--- src/rtl/shdn_fifo_pkg.sv ---
package shdn_fifo_pkg;

    localparam int RES_W = 12;

    typedef struct packed {
        logic             oor;
        logic [RES_W-1:0] data;
    } res_word_t;

    typedef enum logic [1:0] {
        ST_EMPTY = 2'd0,
        ST_PART  = 2'd1,
        ST_FULL  = 2'd2
    } fill_state_t;

endpackage

--- src/rtl/shdn_fifo_ctrl.sv ---
module shdn_fifo_ctrl
    import shdn_fifo_pkg::*;
#(
    parameter int DEPTH = 8,
    parameter int CW    = $clog2(DEPTH + 1)
) (
    input  logic             clk,
    input  logic             rst_n,
    input  logic             wr_en,
    input  logic             rd_en,
    output logic [CW-1:0]    count,
    output logic             empty,
    output logic             full,
    output logic             overflow,
    output logic [DEPTH-1:0] wr_hit,
    output logic [DEPTH-1:0] shift_mask
);

    localparam logic [CW-1:0] CNT_FULL = CW'(DEPTH);
    localparam logic [CW-1:0] CNT_LAST = CW'(DEPTH - 1);
    localparam logic [CW-1:0] CNT_ONE  = CW'(1);

    fill_state_t   state, state_nxt;
    logic          rd_acc, wr_acc;
    logic [CW-1:0] count_nxt;
    logic [CW-1:0] wr_pos;

    // A pop is taken whenever something is stored. A write is taken unless
    // the block is full, except that a same-cycle pop frees a slot.
    assign rd_acc = rd_en && (state != ST_EMPTY);
    assign wr_acc = wr_en && ((state != ST_FULL) || rd_acc);

    always_comb begin
        unique case ({wr_acc, rd_acc})
            2'b10:   count_nxt = count + CNT_ONE;
            2'b01:   count_nxt = count - CNT_ONE;
            default: count_nxt = count;
        endcase
    end

    always_comb begin
        state_nxt = state;
        unique case (state)
            ST_EMPTY: begin
                if (wr_acc) state_nxt = ST_PART;
            end
            ST_PART: begin
                if (wr_acc && !rd_acc && count == CNT_LAST)
                    state_nxt = ST_FULL;
                else if (rd_acc && !wr_acc && count == CNT_ONE)
                    state_nxt = ST_EMPTY;
            end
            ST_FULL: begin
                if (rd_acc && !wr_acc) state_nxt = ST_PART;
            end
            default: state_nxt = ST_EMPTY;
        endcase
    end

    always_ff @(posedge clk) begin
        if (!rst_n) begin
            state    <= ST_EMPTY;
            count    <= '0;
            overflow <= 1'b0;
        end else begin
            state <= state_nxt;
            count <= count_nxt;
            if (wr_en && !wr_acc) overflow <= 1'b1;
        end
    end

    always_comb begin
        empty = 1'b0;
        full  = 1'b0;
        unique case (state)
            ST_EMPTY: empty = 1'b1;
            ST_PART:  ;
            ST_FULL:  full = 1'b1;
            default:  empty = 1'b1;
        endcase
    end

    // With a same-cycle pop the stack moves down first, so the new word
    // lands one place below the current fill level.
    assign wr_pos = rd_acc ? (count - CNT_ONE) : count;

    for (genvar i = 0; i < DEPTH; i++) begin : g_sel
        assign wr_hit[i]     = wr_acc && (wr_pos == CW'(i));
        assign shift_mask[i] = rd_acc && (count > CW'(i + 1));
    end

    assert_flags_R8: assert property (@(posedge clk) disable iff (!rst_n)
        (empty == (count == '0)) && (full == (count == CNT_FULL)));

    assert_count_up_R2: assert property (@(posedge clk) disable iff (!rst_n)
        (wr_en && !rd_en && !full) |=> (count == $past(count) + CNT_ONE));

    assert_count_down_R4: assert property (@(posedge clk) disable iff (!rst_n)
        (rd_en && !wr_en && !empty) |=> (count == $past(count) - CNT_ONE));

    assert_count_hold_R5: assert property (@(posedge clk) disable iff (!rst_n)
        (rd_en && wr_en && !empty) |=> $stable(count));

    assert_no_overflow_drop_R7: assert property (@(posedge clk) disable iff (!rst_n)
        (full && wr_en && !rd_en) |=> (full && overflow));

    assert_overflow_sticky_R7: assert property (@(posedge clk) disable iff (!rst_n)
        overflow |=> overflow);

    assert_full_rw_R9: assert property (@(posedge clk) disable iff (!rst_n)
        (full && wr_en && rd_en) |=> (full && $stable(overflow)));

    assert_hit_onehot_R5: assert property (@(posedge clk) disable iff (!rst_n)
        $onehot0(wr_hit));

endmodule

--- src/rtl/shdn_fifo_array.sv ---
module shdn_fifo_array
    import shdn_fifo_pkg::*;
#(
    parameter int DEPTH = 8
) (
    input  logic             clk,
    input  logic             rst_n,
    input  logic [DEPTH-1:0] wr_hit,
    input  logic [DEPTH-1:0] shift_mask,
    input  res_word_t        wr_word,
    output res_word_t        bottom
);

    res_word_t loc [DEPTH];

    for (genvar i = 0; i < DEPTH; i++) begin : g_loc
        res_word_t above;
        if (i == DEPTH - 1) begin : g_top
            assign above = '0;
        end else begin : g_mid
            assign above = loc[i + 1];
        end

        // The write wins over the shift. The controller never asks for
        // both on one location.
        always_ff @(posedge clk) begin
            if (!rst_n) begin
                loc[i] <= '0;
            end else if (wr_hit[i]) begin
                loc[i] <= wr_word;
            end else if (shift_mask[i]) begin
                loc[i] <= above;
            end
        end

        assert_no_clash_R5: assert property (@(posedge clk) disable iff (!rst_n)
            !(wr_hit[i] && shift_mask[i]));
    end

    assign bottom = loc[0];

endmodule

--- src/rtl/shdn_result_fifo.sv ---
module shdn_result_fifo
    import shdn_fifo_pkg::*;
#(
    parameter int DEPTH = 8,
    parameter int CW    = $clog2(DEPTH + 1)
) (
    input  logic             clk,
    input  logic             rst_n,
    input  logic             wr_en,
    input  logic [RES_W-1:0] wr_data,
    input  logic             wr_oor,
    input  logic             rd_en,
    output logic [RES_W-1:0] rd_data,
    output logic             rd_oor,
    output logic [CW-1:0]    count,
    output logic             empty,
    output logic             full,
    output logic             overflow
);

    logic [DEPTH-1:0] wr_hit;
    logic [DEPTH-1:0] shift_mask;
    res_word_t        wr_word;
    res_word_t        bottom;

    assign wr_word = '{oor: wr_oor, data: wr_data};

    shdn_fifo_ctrl #(.DEPTH(DEPTH), .CW(CW)) i_ctrl (
        .clk        (clk),
        .rst_n      (rst_n),
        .wr_en      (wr_en),
        .rd_en      (rd_en),
        .count      (count),
        .empty      (empty),
        .full       (full),
        .overflow   (overflow),
        .wr_hit     (wr_hit),
        .shift_mask (shift_mask)
    );

    shdn_fifo_array #(.DEPTH(DEPTH)) i_array (
        .clk        (clk),
        .rst_n      (rst_n),
        .wr_hit     (wr_hit),
        .shift_mask (shift_mask),
        .wr_word    (wr_word),
        .bottom     (bottom)
    );

    assign rd_data = bottom.data;
    assign rd_oor  = bottom.oor;

    assert_empty_pop_R6: assert property (@(posedge clk) disable iff (!rst_n)
        (empty && rd_en && !wr_en) |=> ($stable({rd_oor, rd_data}) && empty));

    assert_first_word_R10: assert property (@(posedge clk) disable iff (!rst_n)
        (empty && wr_en) |=> ({rd_oor, rd_data} == $past({wr_oor, wr_data}) &&
                              count == CW'(1)));

    assert_bottom_hold_R3: assert property (@(posedge clk) disable iff (!rst_n)
        (!rd_en && !empty) |=> $stable({rd_oor, rd_data}));

endmodule

--- config.mk ---
export PLATFORM = sky130hd
export DESIGN_NAME = shdn_result_fifo
export DESIGN_NICKNAME = d
export VERILOG_FILES = /design/src/rtl/shdn_fifo_pkg.sv /design/src/rtl/shdn_fifo_ctrl.sv /design/src/rtl/shdn_fifo_array.sv /design/src/rtl/shdn_result_fifo.sv
export SDC_FILE = /design/constraint.sdc
export NUM_CORES = 1
export LEC_CHECK = 0
export ABC_AREA = 1
export BUFFER_PORTS_ARGS = -buffer_cell sky130_fd_sc_hd__clkbuf_2
export CAP_MARGIN = 20
export CORE_MARGIN = 2
export CORE_UTILIZATION = 55
export CTS_CLUSTER_DIAMETER = 200
export DETAILED_ROUTE_END_ITERATION = 12
export GPL_TIMING_DRIVEN = 1
export MAX_ROUTING_LAYER = met4
export PLACE_DENSITY = 0.76
export SETUP_SLACK_MARGIN = 0.5
export SLEW_MARGIN = 20
export SYNTH_ARGS = -nofsm -noshare
export SYNTH_HDL_FRONTEND = slang
export SYNTH_SLANG_ARGS = --single-unit
--- constraint.sdc ---
create_clock -name clk -period 2.7 [get_ports clk]
set_clock_uncertainty 0.1 [all_clocks]
set_input_delay 0.135 -clock clk [delete_from_list [all_inputs] [get_ports clk]]
set_output_delay 0.135 -clock clk [all_outputs]
set_load 0.05 [all_outputs]
# Word-level counts from Yosys, hierarchy flattened
# Memories as Yosys holds them, arrays and structs flattened.
# Index checks and enable logic that the tools add are counted.
[totals]
in_bits = 17
register_bits = 7
mem_count = 1
elab_cells = 161
ramBits = 104
output_inout_bits = 20
[memory_table]
columns = ["memory", "words", "width", "rd", "rd_clocked_by_memory_dff", "write_ports", "line_no", "rtl"]
rows = [
  ["i_array.loc", 8, 13, 8, 0, 8, "shdn_fifo_array.sv:14", "res_word_t loc [DEPTH];"],
]
[classes]
order_cmp = 8
n_reduce_logical = 32
mux = 82
add_sub_neg = 2
n_eq_ne = 17
n_bitwise = 16
[op_table]
columns = ["operator", "count"]
rows = [
  ["$mux 13", 16],
  ["$mux 1", 59],
  ["$logic_and 1x1->1", 23],
  ["$eq 4x3->1 const B", 5],
  ["$gt 4x3->1 const B", 4],
  ["$or 1x1->1", 16],
  ["$eq 4x1->1 const B", 2],
  ["$eq 4x2->1 const B", 2],
  ["$gt 4x2->1 const B", 2],
  ["$mux 2", 4],
  ["$pmux 4 s2", 1],
  ["$pmux 2 s3", 1],
  ["$add 4x1->4 const B", 1],
  ["$eq 2x1->1 const B", 2],
  ["$eq 2x2->1 const B", 2],
  ["$gt 4x1->1 const B", 1],
  ["$gt 4x4->1 const B", 1],
  ["$logic_not 4->1", 1],
  ["$mux 4", 1],
  ["$ne 2x1->1 const B", 2],
  ["$reduce_bool 2->1", 2],
  ["$sub 4x1->4 const B", 1],
  ["$ne 3x1->1 const B", 1],
  ["$reduce_and 3->1", 1],
  ["5 further kinds", 6],
]

# Logic depth before layout (Yosys ltp)
[logic_depth]
depth_word = 10
ltp_mapped = 15
depth_no_buf = 13

# By module
# A second synthesis with hierarchy kept.
[hier_totals]
hier_cells = 515
area_unflattened_um2 = 5522.8
[by_module_without_submodules]
columns = ["module", "area_per_inst_um2", "seq_area_each_um2", "cells_each", "instances"]
rows = [
  ["shdn_fifo_array", 4763.3, 3123.0, 401, 1],
  ["shdn_fifo_ctrl", 759.5, 140.1, 114, 1],
]

# Least setup slack after synthesis
# No wires, ideal clock.
[synth_path]
path_type = "flip-flop to flip-flop"
startpoint = "register i_ctrl.count[0]"
endpoint = "memory i_array.loc[1][39] (netlist bit), enable pin"
t_required_ns = 2.199
path_buffers = 0
arrival_ns = 2.676
path_slack_ns = -0.477
period_less_slack_ns = 3.177
path_stages_with_launch = 10
setup_ns = 0.401
path_cell_list = "dfxtp_1 > inv_1 > ha_1 > inv_1 > nand2_1 > nand2_1 > nand2_2 > o21ai_4 > nand2_4 > o21ai_0"
[synth_rtl]
columns = ["item", "line_no", "rtl"]
rows = [
  ["start: declaration", "shdn_fifo_ctrl.sv:11", "output logic [CW-1:0] count,"],
  ["start signal: assignment", "shdn_fifo_ctrl.sv:67", "count <= count_nxt;"],
  ["end: declaration", "shdn_fifo_array.sv:14", ""],
]

==> impl_metrics.env <==
export IMPL_outcome="finished, final reports clean"
export IMPL_multiInputGateArea_um2=2510
export IMPL_h_tree_depth=3
export IMPL_start_kind="flop"
export IMPL_via_per_inst=5.617
export IMPL_nNetsFinal=669
export IMPL_antenna_left=0
export IMPL_critPathBufInv=4
export IMPL_crit_path_top_delay_cell="dfxtp_2"
export IMPL_crit_path_cell_trace="inv_4, ha_4, inv_4, nand2_8, a21boi_4, buf_12, nand2_4, nor2_8, buf_4, nand4_1, nand2_4, nand2_1, nor2_1"
export IMPL_slew_violations=0
export IMPL_worstPathMaxFanout=13
export IMPL_portBuffers=36
export IMPL_numCtsBuffers=9
export IMPL_syn_to_final_growth_pct=20.74
export IMPL_grt_max_degree=27
export IMPL_yosys_top_cells_area="edfxtp_1 53%, nand2_1 12%, nand3_1 5.0%"
export IMPL_ys_seq_area_share_pct=55.70
export IMPL_finalCriticalPeriod_ps=2238
export IMPL_ios=37
export IMPL_ys_flop_type="edfxtp_1"
export IMPL_die_area_um2=11490
export IMPL_slew_headroom_pct=51.93
export IMPL_finalNonFillerCells=783
export IMPL_crit_cells=13
export IMPL_rsz0062_at_grt="true"
export IMPL_dieWidth_um=107.2
export IMPL_drt_first_pass_iters=5
export IMPL_clk_pin_slew_ps=110
export IMPL_ys_top_cells_by_count="182 x nand2_1, 104 x edfxtp_1, 59 x nand3_1"
export IMPL_min_period_over_period_pct=82.90
export IMPL_yosys_warnings=0
export IMPL_cap_viol_max_count=0
export IMPL_grt_overflow=0
export IMPL_vias=4398
export IMPL_synth_seq_cells=111
export IMPL_grt_pass1_wl_um=19620
export IMPL_cts_root_buf="clkbuf_8"
export IMPL_timing_final_ws_setup_ps=461.7
export IMPL_netSwitchingFraction_pct=40.34
export IMPL_syn_nets=600
export IMPL_clockBufferDepth=2
export IMPL_required_ps=2820
export IMPL_hold_viol=0
export IMPL_core_area_um2=10320
export IMPL_grt_pass1_vias=4219
export IMPL_leakage_uw=0.002937
export IMPL_wl_um=13160
export IMPL_grt_usage_pct=22.50
export IMPL_final_util_pct=68.51
export IMPL_dp_slack_ps=167.7
export IMPL_cp_end_kind="flop"
export IMPL_hold_path_class="in2reg"
export IMPL_seq_area_um2=3276
export IMPL_drive_gt1_share_pct=31.68
export IMPL_syn_inst=574
export IMPL_netlist_area_um2=5858
export IMPL_p_switching_uw=2590
export IMPL_seqPwrFrac_pct=38.4
export IMPL_synth_edf_count=104
export IMPL_tns_ps=0
export IMPL_cts_tree="built"
export IMPL_drc=0
export IMPL_die_h_um=107.2
export IMPL_ys_types=39
export IMPL_std_cell_rows=37
export IMPL_power_per_cell_area_nw_per_um2=907.7
export IMPL_start_util_pct=56.74
export IMPL_hold_depth=3
export IMPL_worstMarginPinSlew_ps=720.3
export IMPL_yosysTopAreaCell="edfxtp_1"
export IMPL_ir_worst_vdd_mv=0.4253
export IMPL_async_reset_ff_share_pct=0
export IMPL_criticalPathCategory="reg2reg"
export IMPL_p_clk_share_pct=17.6
export IMPL_antenna_found_initial=0
export IMPL_path_delay_family="simple AND/OR/NAND/NOR gates"
export IMPL_fmax_ghz=0.4468
export IMPL_place_congestion=0.8129
export IMPL_wl_per_cell_um=16.81
export IMPL_placed_cells=730
export IMPL_synth_top_area_share_pct=53.31
export IMPL_yosysMostFrequentCell="nand2_1"
export IMPL_cpPeakStageDelay_ps=380
export IMPL_worstPathArrival_ps=2360
export IMPL_p_comb_share_pct=43.9
export IMPL_cts_sinks=111
export IMPL_reg2reg_depth=13
export IMPL_avgSynthCellArea_um2=10.21
export IMPL_nFillCells=701
export IMPL_dp_hpwl_um=7902
export IMPL_drt_iter0_markers=417
export IMPL_antenna_cells=0
export IMPL_setup_viol=0
export IMPL_clk_latency_ps=390
export IMPL_internal_power_uw=3830
through the flow:
stage                     hold WS, ps  total power (uW)  cell area, um^2
after floorplan                 195.4              4224             5956
after global placement          346.5              4509             6168
after detailed placement        344.5              4581             6168
after CTS                       60.50              5942             6719
after global routing            86.74              6707             7073
final                           67.46              6420             7073
registers in the layout, indices dropped and copies added, names as in the netlist:
register,count
i_ctrl.overflow,1
i_ctrl.state,2
i_ctrl.count,4
i_array.loc,104
timing repair:
| action | in CTS | in global routing |
|---|---|---|
| pin swaps | 13 | 21 |
| hold buffers | 1 | 0 |
| cloned | 0 | 4 |
| endpoints found under the setup margin | 196 | 205 |
| setup buffers | 15 | 18 |
| endpoints found under the hold margin | 1 | 0 |
| gates resized for setup | 20 | 27 |
logic make-up after synthesis:
| family | after synthesis | synth area share [%] |
|---|---|---|
| DFF | 111 | 55.70 |
| AOI/OAI and AO/OA | 49 | 5.660 |
| buffers and inverters | 59 | 5.788 |
| and+or+nand+nor | 345 | 30.78 |
| xor gates and xnor gates | 1 | 0.1495 |
| adders and majority gates | 9 | 1.922 |
layout make-up:
type | count | share of cell area (%)
Clock buffer | 9 | 1.751
Inverter | 33 | 2.105
Sequential cell | 111 | 46.31
Tap cell | 136 | 2.406
Clock inverter | 6 | 1.309
Multi-Input combinational cell | 406 | 35.49
Timing Repair Buffer | 82 | 10.63
layer usage:
metal / share of wire, % / vias up / global-route usage [%]
met5: 0 / - / -
met4: 2.6 / 0 / 9.926
met3: 5.1 / 32 / 3.647
met2: 53 / 177 / 37.66
met1: 39 / 2094 / 26.95
li1: - / 2095 / -
power by group through the flow:
stage	registers (uW)	clock network, uW	logic, uW
floorplan	2820	0	1400
global placement	2480	0	2030
detailed placement	2500	0	2080
CTS	2460	1120	2360
global route	2500	1200	3010
finish	2470	1130	2820
worst min-delay path, cell delays in order:
cell and delay [ps]:
clkbuf_2 180, nand2_1 70, nand2_1 60
final timing paths:
kind / from / end / slack, ps
worst min register to register: i_ctrl.overflow$_SDFFE_PN0P_ / i_ctrl.overflow$_SDFFE_PN0P_ / 370
worst max-delay path: i_ctrl.state[0]$_SDFFE_PN0P_ / i_array.loc[1][2]$_SDFFCE_PN0P_ / 460
worst max register to register: i_ctrl.state[0]$_SDFFE_PN0P_ / i_array.loc[1][2]$_SDFFCE_PN0P_ / 460
worst min-delay path: wr_data[11] / i_array.loc[0][37]$_DFFE_PP_ / 70
layout by cell type, fill, tap and decap left out, types with 6 or more instances in the layout:
cell type,Yosys,routed
nand2_1,182,172
nor2_4,9,11
nor2_1,37,35
clkbuf_2,0,36
buf_4,2,24
nand2_4,5,11
inv_1,27,22
a21oi_1,21,17
o21ai_2,10,11
nand3_1,59,57
buf_12,0,15
nand3b_1,13,13
nand2_2,7,9
clkbuf_8,0,9
inv_4,1,7
edfxtp_1,104,104
nand3_2,20,19
o21ai_0,10,6
Power figures use the tool's default switching activity.
